==> src/rtl/ptrmod_pkg.sv <==
package ptrmod_pkg;

   typedef enum logic [2:0] {
      OP_NONE      = 3'd0,
      OP_POST_INC  = 3'd1,
      OP_POST_DEC  = 3'd2,
      OP_PRE_INC   = 3'd3,
      OP_POST_ADDN = 3'd4,
      OP_POST_SUBN = 3'd5,
      OP_POST_BREV = 3'd6,
      OP_NONE_ALT  = 3'd7
   } mod_op_e;

   typedef enum logic [1:0] {
      STEP_T0  = 2'd0,
      STEP_T1  = 2'd1,
      STEP_AR0 = 2'd2,
      STEP_ONE = 2'd3
   } step_src_e;

   typedef enum logic [1:0] {
      DIR_ADD  = 2'd0,
      DIR_SUB  = 2'd1,
      DIR_BREV = 2'd2
   } mod_dir_e;

endpackage

==> src/rtl/ptr_cfg_regs.sv <==
module ptr_cfg_regs #(
   parameter int PW    = 16,
   parameter int HW    = 7,
   parameter int NAUX  = 8,
   parameter int GRP   = 4,
   parameter int PAIR  = 2,
   parameter int CAW   = 5,
   parameter int NPTR  = NAUX + 1,
   parameter int NLEN  = NAUX / GRP + 1,
   parameter int NBASE = NAUX / PAIR + 1
) (
   input  logic                 clk,
   input  logic                 rst_n,
   input  logic                 cfg_we,
   input  logic [CAW-1:0]       cfg_addr,
   input  logic [PW-1:0]        cfg_data,
   output logic [PW-1:0]        step_t0,
   output logic [PW-1:0]        step_t1,
   output logic [NLEN-1:0][PW-1:0]  len_arr,
   output logic [NBASE-1:0][PW-1:0] base_arr,
   output logic [NPTR-1:0]      circ_en,
   output logic [HW-1:0]        aux_hi,
   output logic [HW-1:0]        coef_hi
);
   localparam int A_T0    = NPTR;
   localparam int A_T1    = NPTR + 1;
   localparam int A_LEN0  = NPTR + 2;
   localparam int A_BASE0 = A_LEN0 + NLEN;
   localparam int A_MASK  = A_BASE0 + NBASE;
   localparam int A_AHI   = A_MASK + 1;
   localparam int A_CHI   = A_MASK + 2;

   if (A_CHI >= (1 << CAW)) begin : g_bad_caw
      $error("ptr_cfg_regs: CAW too narrow for register map");
   end
   if (PW < NPTR || PW < HW) begin : g_bad_pw
      $error("ptr_cfg_regs: PW must cover the enable mask and high parts");
   end

   function automatic logic hit(input logic [CAW-1:0] a, input int k);
      return a == CAW'(k);
   endfunction

   always_ff @(posedge clk or negedge rst_n) begin
      if (!rst_n) begin
         step_t0 <= '0;
         step_t1 <= '0;
         circ_en <= '0;
         aux_hi  <= '0;
         coef_hi <= '0;
      end else if (cfg_we) begin
         if (hit(cfg_addr, A_T0))   step_t0 <= cfg_data;
         if (hit(cfg_addr, A_T1))   step_t1 <= cfg_data;
         if (hit(cfg_addr, A_MASK)) circ_en <= cfg_data[NPTR-1:0];
         if (hit(cfg_addr, A_AHI))  aux_hi  <= cfg_data[HW-1:0];
         if (hit(cfg_addr, A_CHI))  coef_hi <= cfg_data[HW-1:0];
      end
   end

   for (genvar g = 0; g < NLEN; g++) begin : g_len
      logic [PW-1:0] r;
      always_ff @(posedge clk or negedge rst_n) begin
         if (!rst_n)                              r <= '0;
         else if (cfg_we && hit(cfg_addr, A_LEN0 + g)) r <= cfg_data;
      end
      assign len_arr[g] = r;
   end

   for (genvar g = 0; g < NBASE; g++) begin : g_base
      logic [PW-1:0] r;
      always_ff @(posedge clk or negedge rst_n) begin
         if (!rst_n)                               r <= '0;
         else if (cfg_we && hit(cfg_addr, A_BASE0 + g)) r <= cfg_data;
      end
      assign base_arr[g] = r;
   end

   AST_MASK_LOADS: assert property (@(posedge clk) disable iff (!rst_n)
      (cfg_we && cfg_addr == CAW'(A_MASK)) |=> (circ_en == $past(cfg_data[NPTR-1:0])));

endmodule

==> src/rtl/ptr_bank.sv <==
module ptr_bank #(
   parameter int PW   = 16,
   parameter int NPTR = 9,
   parameter int CAW  = 5,
   parameter int SELW = 4
) (
   input  logic                    clk,
   input  logic                    rst_n,
   input  logic                    cfg_we,
   input  logic [CAW-1:0]          cfg_addr,
   input  logic [PW-1:0]           cfg_data,
   input  logic                    upd_en,
   input  logic [SELW-1:0]         upd_idx,
   input  logic [PW-1:0]           upd_val,
   output logic [NPTR-1:0][PW-1:0] ptr_q
);
   if ((1 << SELW) < NPTR) begin : g_bad_selw
      $error("ptr_bank: SELW too narrow");
   end

   for (genvar g = 0; g < NPTR; g++) begin : g_ptr
      logic [PW-1:0] r;
      logic          cfg_hit;
      logic          upd_hit;
      assign cfg_hit = cfg_we && (cfg_addr == CAW'(g));
      assign upd_hit = upd_en && (upd_idx == SELW'(g));
      always_ff @(posedge clk or negedge rst_n) begin
         if (!rst_n)       r <= '0;
         else if (cfg_hit) r <= cfg_data;
         else if (upd_hit) r <= upd_val;
      end
      assign ptr_q[g] = r;

      AST_WRITE_WINS: assert property (@(posedge clk) disable iff (!rst_n)
         (cfg_hit && upd_hit) |=> (r == $past(cfg_data)));
   end

endmodule

==> src/rtl/ptr_next_calc.sv <==
module ptr_next_calc
   import ptrmod_pkg::*;
#(
   parameter int PW = 16
) (
   input  logic [PW-1:0] cur,
   input  logic [PW-1:0] step,
   input  logic [PW-1:0] len,
   input  mod_dir_e      dir,
   input  logic          circ_on,
   output logic [PW-1:0] nxt
);
   if (PW < 2) begin : g_bad_pw
      $error("ptr_next_calc: PW must be at least 2");
   end

   logic [PW-1:0] cur_r, step_r, sum_r, brev_sum;

   for (genvar g = 0; g < PW; g++) begin : g_rev
      assign cur_r[g]    = cur[PW-1-g];
      assign step_r[g]   = step[PW-1-g];
      assign brev_sum[g] = sum_r[PW-1-g];
   end
   assign sum_r = cur_r + step_r;

   logic [PW:0]   wide_sum;
   logic [PW-1:0] lin_add, lin_sub, circ_add, circ_sub;

   always_comb begin
      lin_add  = cur + step;
      lin_sub  = cur - step;
      wide_sum = {1'b0, cur} + {1'b0, step};
      if (wide_sum >= {1'b0, len}) circ_add = PW'(wide_sum - {1'b0, len});
      else                         circ_add = wide_sum[PW-1:0];
      if (cur < step) circ_sub = cur + len - step;
      else            circ_sub = lin_sub;
      unique case (dir)
         DIR_SUB:  nxt = circ_on ? circ_sub : lin_sub;
         DIR_BREV: nxt = brev_sum;
         default:  nxt = circ_on ? circ_add : lin_add;
      endcase
   end

endmodule

==> src/rtl/ptr_modify_unit.sv <==
module ptr_modify_unit
   import ptrmod_pkg::*;
#(
   parameter int PW   = 16,
   parameter int AW   = 23,
   parameter int NAUX = 8,
   parameter int GRP  = 4,
   parameter int PAIR = 2,
   parameter int CAW  = 5,
   parameter int SELW = $clog2(NAUX + 1)
) (
   input  logic            clk,
   input  logic            rst_n,
   input  logic            cfg_we,
   input  logic [CAW-1:0]  cfg_addr,
   input  logic [PW-1:0]   cfg_data,
   input  logic            acc_valid,
   input  logic [SELW-1:0] acc_sel,
   input  logic [2:0]      acc_op,
   input  logic [1:0]      acc_step_sel,
   output logic [AW-1:0]   acc_ea
);
   localparam int HW    = AW - PW;
   localparam int NPTR  = NAUX + 1;
   localparam int NLEN  = NAUX / GRP + 1;
   localparam int NBASE = NAUX / PAIR + 1;
   localparam int CPIX  = NAUX;

   if (HW < 1) begin : g_bad_aw
      $error("ptr_modify_unit: AW must exceed PW");
   end
   if ((NAUX % GRP) != 0 || (NAUX % PAIR) != 0) begin : g_bad_grp
      $error("ptr_modify_unit: NAUX must be a multiple of GRP and PAIR");
   end

   logic [PW-1:0]             step_t0, step_t1;
   logic [NLEN-1:0][PW-1:0]   len_arr;
   logic [NBASE-1:0][PW-1:0]  base_arr;
   logic [NPTR-1:0]           circ_en;
   logic [HW-1:0]             aux_hi, coef_hi;
   logic [NPTR-1:0][PW-1:0]   ptr_q;

   ptr_cfg_regs #(
      .PW(PW), .HW(HW), .NAUX(NAUX), .GRP(GRP), .PAIR(PAIR), .CAW(CAW),
      .NPTR(NPTR), .NLEN(NLEN), .NBASE(NBASE)
   ) cfg_i (
      .clk(clk), .rst_n(rst_n),
      .cfg_we(cfg_we), .cfg_addr(cfg_addr), .cfg_data(cfg_data),
      .step_t0(step_t0), .step_t1(step_t1),
      .len_arr(len_arr), .base_arr(base_arr), .circ_en(circ_en),
      .aux_hi(aux_hi), .coef_hi(coef_hi)
   );

   // access decode
   logic            sel_ok, is_coef, modifies, is_pre;
   logic [SELW-1:0] idx;
   logic [PW-1:0]   cur, len_sel, base_sel, step, nxt, ea_ptr, ea_low;
   logic [HW-1:0]   hi_sel;
   logic            circ_on;
   mod_op_e         op;
   mod_dir_e        dir;
   int              len_ix, base_ix;

   always_comb begin
      op       = mod_op_e'(acc_op);
      sel_ok   = (int'(acc_sel) <= CPIX);
      idx      = sel_ok ? acc_sel : '0;
      is_coef  = (int'(idx) == CPIX);
      len_ix   = is_coef ? NLEN - 1 : int'(idx) / GRP;
      base_ix  = is_coef ? NBASE - 1 : int'(idx) / PAIR;
      cur      = ptr_q[idx];
      len_sel  = len_arr[len_ix];
      base_sel = base_arr[base_ix];
      hi_sel   = is_coef ? coef_hi : aux_hi;
      circ_on  = circ_en[idx] && (len_sel >= PW'(2));
      is_pre   = (op == OP_PRE_INC);
      modifies = acc_valid && sel_ok && (op != OP_NONE) && (op != OP_NONE_ALT);

      unique case (op)
         OP_POST_ADDN, OP_POST_SUBN, OP_POST_BREV: begin
            unique case (step_src_e'(acc_step_sel))
               STEP_T0:  step = step_t0;
               STEP_T1:  step = step_t1;
               STEP_AR0: step = ptr_q[0];
               default:  step = PW'(1);
            endcase
         end
         default: step = PW'(1);
      endcase

      unique case (op)
         OP_POST_DEC, OP_POST_SUBN: dir = DIR_SUB;
         OP_POST_BREV:              dir = DIR_BREV;
         default:                   dir = DIR_ADD;
      endcase
   end

   ptr_next_calc #(.PW(PW)) calc_i (
      .cur(cur), .step(step), .len(len_sel), .dir(dir),
      .circ_on(circ_on), .nxt(nxt)
   );

   always_comb begin
      ea_ptr = is_pre ? nxt : cur;
      ea_low = circ_on ? ea_ptr + base_sel : ea_ptr;
      acc_ea = (acc_valid && sel_ok) ? {hi_sel, ea_low} : '0;
   end

   ptr_bank #(.PW(PW), .NPTR(NPTR), .CAW(CAW), .SELW(SELW)) bank_i (
      .clk(clk), .rst_n(rst_n),
      .cfg_we(cfg_we), .cfg_addr(cfg_addr), .cfg_data(cfg_data),
      .upd_en(modifies), .upd_idx(idx), .upd_val(nxt),
      .ptr_q(ptr_q)
   );

   logic cfg_clash;
   assign cfg_clash = cfg_we && (cfg_addr == CAW'(idx));

   AST_WRITEBACK_LANDS: assert property (@(posedge clk) disable iff (!rst_n)
      (modifies && !cfg_clash) |=> (ptr_q[$past(idx)] == $past(nxt)));

   AST_PRE_SHOWS_NEW: assert property (@(posedge clk) disable iff (!rst_n)
      (modifies && is_pre && !circ_on && !cfg_clash)
         |=> (ptr_q[$past(idx)] == $past(acc_ea[PW-1:0])));

   AST_CIRC_STAYS_IN: assert property (@(posedge clk) disable iff (!rst_n)
      (modifies && circ_on && dir != DIR_BREV && cur < len_sel && step <= len_sel)
         |-> (nxt < len_sel));

   AST_LINEAR_INC_ONE: assert property (@(posedge clk) disable iff (!rst_n)
      (modifies && !circ_on && op == OP_POST_INC && !cfg_clash)
         |=> (ptr_q[$past(idx)] == $past(cur) + PW'(1)));

   AST_IDLE_HOLDS: assert property (@(posedge clk) disable iff (!rst_n)
      (!modifies && !cfg_we) |=> $stable(ptr_q));

endmodule

==> config.mk <==
export PLATFORM = sky130hd
export DESIGN_NAME = ptr_modify_unit
export DESIGN_NICKNAME = d
export VERILOG_FILES = /design/src/rtl/ptrmod_pkg.sv /design/src/rtl/ptr_cfg_regs.sv /design/src/rtl/ptr_bank.sv /design/src/rtl/ptr_next_calc.sv /design/src/rtl/ptr_modify_unit.sv
export SDC_FILE = /design/constraint.sdc
export NUM_CORES = 1
export LEC_CHECK = 0
export ABC_AREA = 1
export BUFFER_PORTS_ARGS = -buffer_cell sky130_fd_sc_hd__buf_4
export CAP_MARGIN = 10
export CORE_UTILIZATION = 57
export CTS_CLUSTER_SIZE = 30
export DETAILED_ROUTE_END_ITERATION = 10
export PLACE_DENSITY = 0.77
export SYNTH_ARGS = -nofsm -noshare
export SYNTH_HDL_FRONTEND = slang
export SYNTH_HIERARCHICAL = 1
export SYNTH_SLANG_ARGS = --single-unit
==> constraint.sdc <==
create_clock -name clk -period 12.3 [get_ports clk]
set_input_delay 1.845 -clock clk [delete_from_list [all_inputs] [get_ports clk]]
set_output_delay 1.845 -clock clk [all_outputs]
set_load 0.02 [all_outputs]
==> results.txt <==
Congestion Overflow GR: 0
Total Wirelength: 93.5 mm
Half-perimeter wire length after detailed placement: 66.4 mm
Number of synthesis warnings: 6
Largest area contributor in the netlist: dfrtp_1
# H-tree levels: 2
Setup Viol. Count Final: 0
VDD IR-drop max: 144 uV
Slew @ Worst Pin: 1.24 ns
Routed vias: 26100
Gpl congestion: 1.10
Initial antenna violation count: 1
Top post-synthesis cells by area: dfrtp_1 (33%), nand2_1 (22%), nand3_1 (16%)
Worst reg2reg startpoint: bank_i/g_ptr[0].r[10]
Yosys cell types: 51
Post-synth EDFFs: 0
Reg2reg path depth: 28
Critical path class: primary input to primary output
Syn avg cell area: 6.53 sq um
Top routing layer in use: met4
Slew Viols, Final: 0
Post-DP Area: 25400 sq um
Hold Violations, Final: 0
Leak: 14.5 nW
Part of the Yosys area used for sequential elements: 32.9%
Crit path depth: 44
Met2 wire length: 40.3 mm
RSZ-0062 raised after global routing: no
Share of layout cells above drive strength 1: 7.73%
Post-route minimum period: 11.53 ns
Total CTS buffers: 39
Final period utilization: 93.7%
# clock sinks: 327
Starting Density: 57.7%
DRC viols: 0
TritonCTS clock tree: yes
Post-Syn Area: 24900 sq um
Post-synth ARST share: 100%
GR Util All Layers: 42.0%
Hold_buf cts: 0
Post_cts resized: 0
Max FO, Critical Path: 38
Maxcap violations: 0
Final ANT Viol Nets: 0
IO Pins: 57
Port Buffers: 56
# nets final: 3887
Clk buf depth: 3
Crit-path max cell delay: 0.46 ns
CP endpoint: acc_ea[15]
Slowest-stage cell, CP: ha_1
Design area: 26600 sq um
Setup TNS: 0 ns
Status: finished clean
Crit end category: primary output
Startpoint types: primary input
Largest net degree at the start of global routing: 171
Setup crit start: acc_sel[0]
Worst-path clk slew: 0.06 ns
Setup bufs post-CTS: 0
Layout area overhead: 6.95%
Vias in the first global route: 24000
Final setup skew: 0.0354 ns
Slew Limit Headroom: 17.4%
Worst hold slack: 0.467 ns
Worst min path class: flip-flop to flip-flop
Crit path arrival time: 9.69 ns
Post-Synthesis Cells: 3809
Die Y: 211 microns
1st-iter DRT viols: 3252
Drt via density: 5.99
Fmax: 86.7 MHz
Worst path most repeated cell: nand2_1
R2R setup slack: 6.58 ns
Placeable Area: 43100 sq um
FF+latch count, synth: 327
Site Rows: 76
Routed length on met1: 36.6 mm
WL per Instance: 21.4 microns
Post-synth top area share: 32.9%
Crit path required time: 10.45 ns
Pwr/cell area: 210 nW/um^2
Met3 WL: 11.2 mm
Main flop type after synthesis: dfrtp_1
Die width: 211 microns
First-pass GRT wire length: 142 mm
First drt pass iteration count: 8
Critical path's top delay family: simple AND/OR/NAND/NOR gates
Reg-to-Reg End: bank_i/g_ptr[6].r[0]
Syn nets: 3945
Buf+Inv Stages, Crit Path: 8
Die Area: 44500 sq um
Worst-skew pair later-pin latency: 0.58 ns
CTS root buf: clkbuf_16
## final cells by class
| class | count | area [sq um] |
|---|---|---|
| diodes | 1 | 2.50 |
| clock buffers | 54 | 1090 |
| clock inverters | 15 | 155 |
| fillers | 4155 | 16500 |
| inverters | 376 | 1420 |
| multi-input cells | 2906 | 14200 |
| flip-flops and latches | 327 | 8180 |
| well taps | 585 | 732 |
| repair buffers | 101 | 803 |
## worst min path at each step
stage | startpoint | end | slack [ns] | depth (start not counted)
2_1_floorplan | cfg_i/g_len[1].r[10] | cfg_i/g_len[1].r[10] | 0.43 | 2
5_1_grt | cfg_i/g_len[2].r[3] | cfg_i/g_len[2].r[3] | 0.48 | 2
4_1_cts | cfg_i/g_len[1].r[13] | cfg_i/g_len[1].r[13] | 0.47 | 2
3_5_place_dp | cfg_i/g_len[1].r[13] | cfg_i/g_len[1].r[13] | 0.45 | 2
3_3_place_gp | cfg_i/g_len[1].r[10] | cfg_i/g_len[1].r[10] | 0.44 | 2
6_report | cfg_i/g_len[1].r[13] | cfg_i/g_len[1].r[13] | 0.47 | 2
## power by group
group	total [mW]	internal [mW]	switching, mW	leakage [nW]
combinational	2.84	0.916	1.92	9.62
sequential	1.59	1.39	0.201	4.24
clock	1.16	0.652	0.503	0.608
## metal layers
layer / vias to the layer above / GRT usage (%)
met4: 0 / 21.3
met1: 12200 / 56.2
li1: 12100 / -
met3: 280 / 9.47
met2: 1631 / 64.0
met5: - / 0
## kinds of logic after synthesis
kind of cell	after synthesis	synth area share [%]
buf+inv	576	10.1
compound gates	263	6.26
xor+xnor	48	1.69
fa+ha+maj	102	5.73
simple gates	2493	43.3
flops	327	32.9
## cell usage after synthesis (all sizes together) (11+ instances only)
cell type,n
nand2,1481
nor2,165
clkbuf,77
fa,20
o211ai,20
or2,13
ha,82
a21oi,103
nand3,798
o21ai,98
xnor2,19
nor3,11
nand3b,11
inv,370
a32o,12
buf,123
dfrtp,327
xor2,29
## through the flow
| stage | setup slack (ns) | instances | power [mW] | util (%) |
|---|---|---|---|---|
| 2_1_floorplan | 2.95 | 3809 | 3.53 | - |
| 3_3_place_gp | 1.03 | 4295 | 4.32 | 58.9 |
| 3_5_place_dp | 1.00 | 4295 | 4.34 | 58.9 |
| 4_1_cts | 0.927 | 4364 | 5.50 | 61.8 |
| 5_1_grt | 0.313 | 4365 | 5.93 | 61.8 |
| 6_report | 0.770 | 4365 | 5.58 | 61.8 |
## flip-flops by register name, summed over array words and instances, names as in the netlist
| name | count |
|---|---|
| bank_i/g_ptr.r | 144 |
| cfg_i/circ_en | 9 |
| cfg_i/g_len.r | 48 |
| cfg_i/aux_hi | 7 |
| cfg_i/g_base.r | 80 |
| cfg_i/step_t1 | 16 |
| cfg_i/coef_hi | 7 |
| cfg_i/step_t0 | 16 |
## cells in the final DEF (no fill, tap or decap), types with 11 or more instances in the layout
cell,synthesis,final
fa_1,20,20
buf_4,13,97
a32o_1,12,12
nor2_2,13,12
o21ai_0,77,77
inv_1,338,338
nand3b_1,11,11
ha_1,82,82
o211ai_1,17,17
nand3_2,12,12
nor2_1,144,140
nand3_1,786,786
nand2_2,25,25
a21oi_1,95,95
xor2_1,29,29
dfrtp_1,327,327
o21ai_1,20,20
inv_2,30,30
nand2_1,1447,1447
or2_2,12,12
nor2_4,8,13
xnor2_1,19,19
clkbuf_16,0,39
## worst register-to-register path, delay by kind of cell (launching register included)
family | cells | cell delay, ns
AND/OR/NAND/NOR | 16 | 2.11
buffers and inverters | 5 | 1.00
adder cells (fa/ha/maj) | 2 | 0.95
AO/OA/AOI/OAI | 4 | 0.93
flip-flops | 1 | 0.38
XOR/XNOR | 1 | 0.31
(Power assumes the default switching activity.)
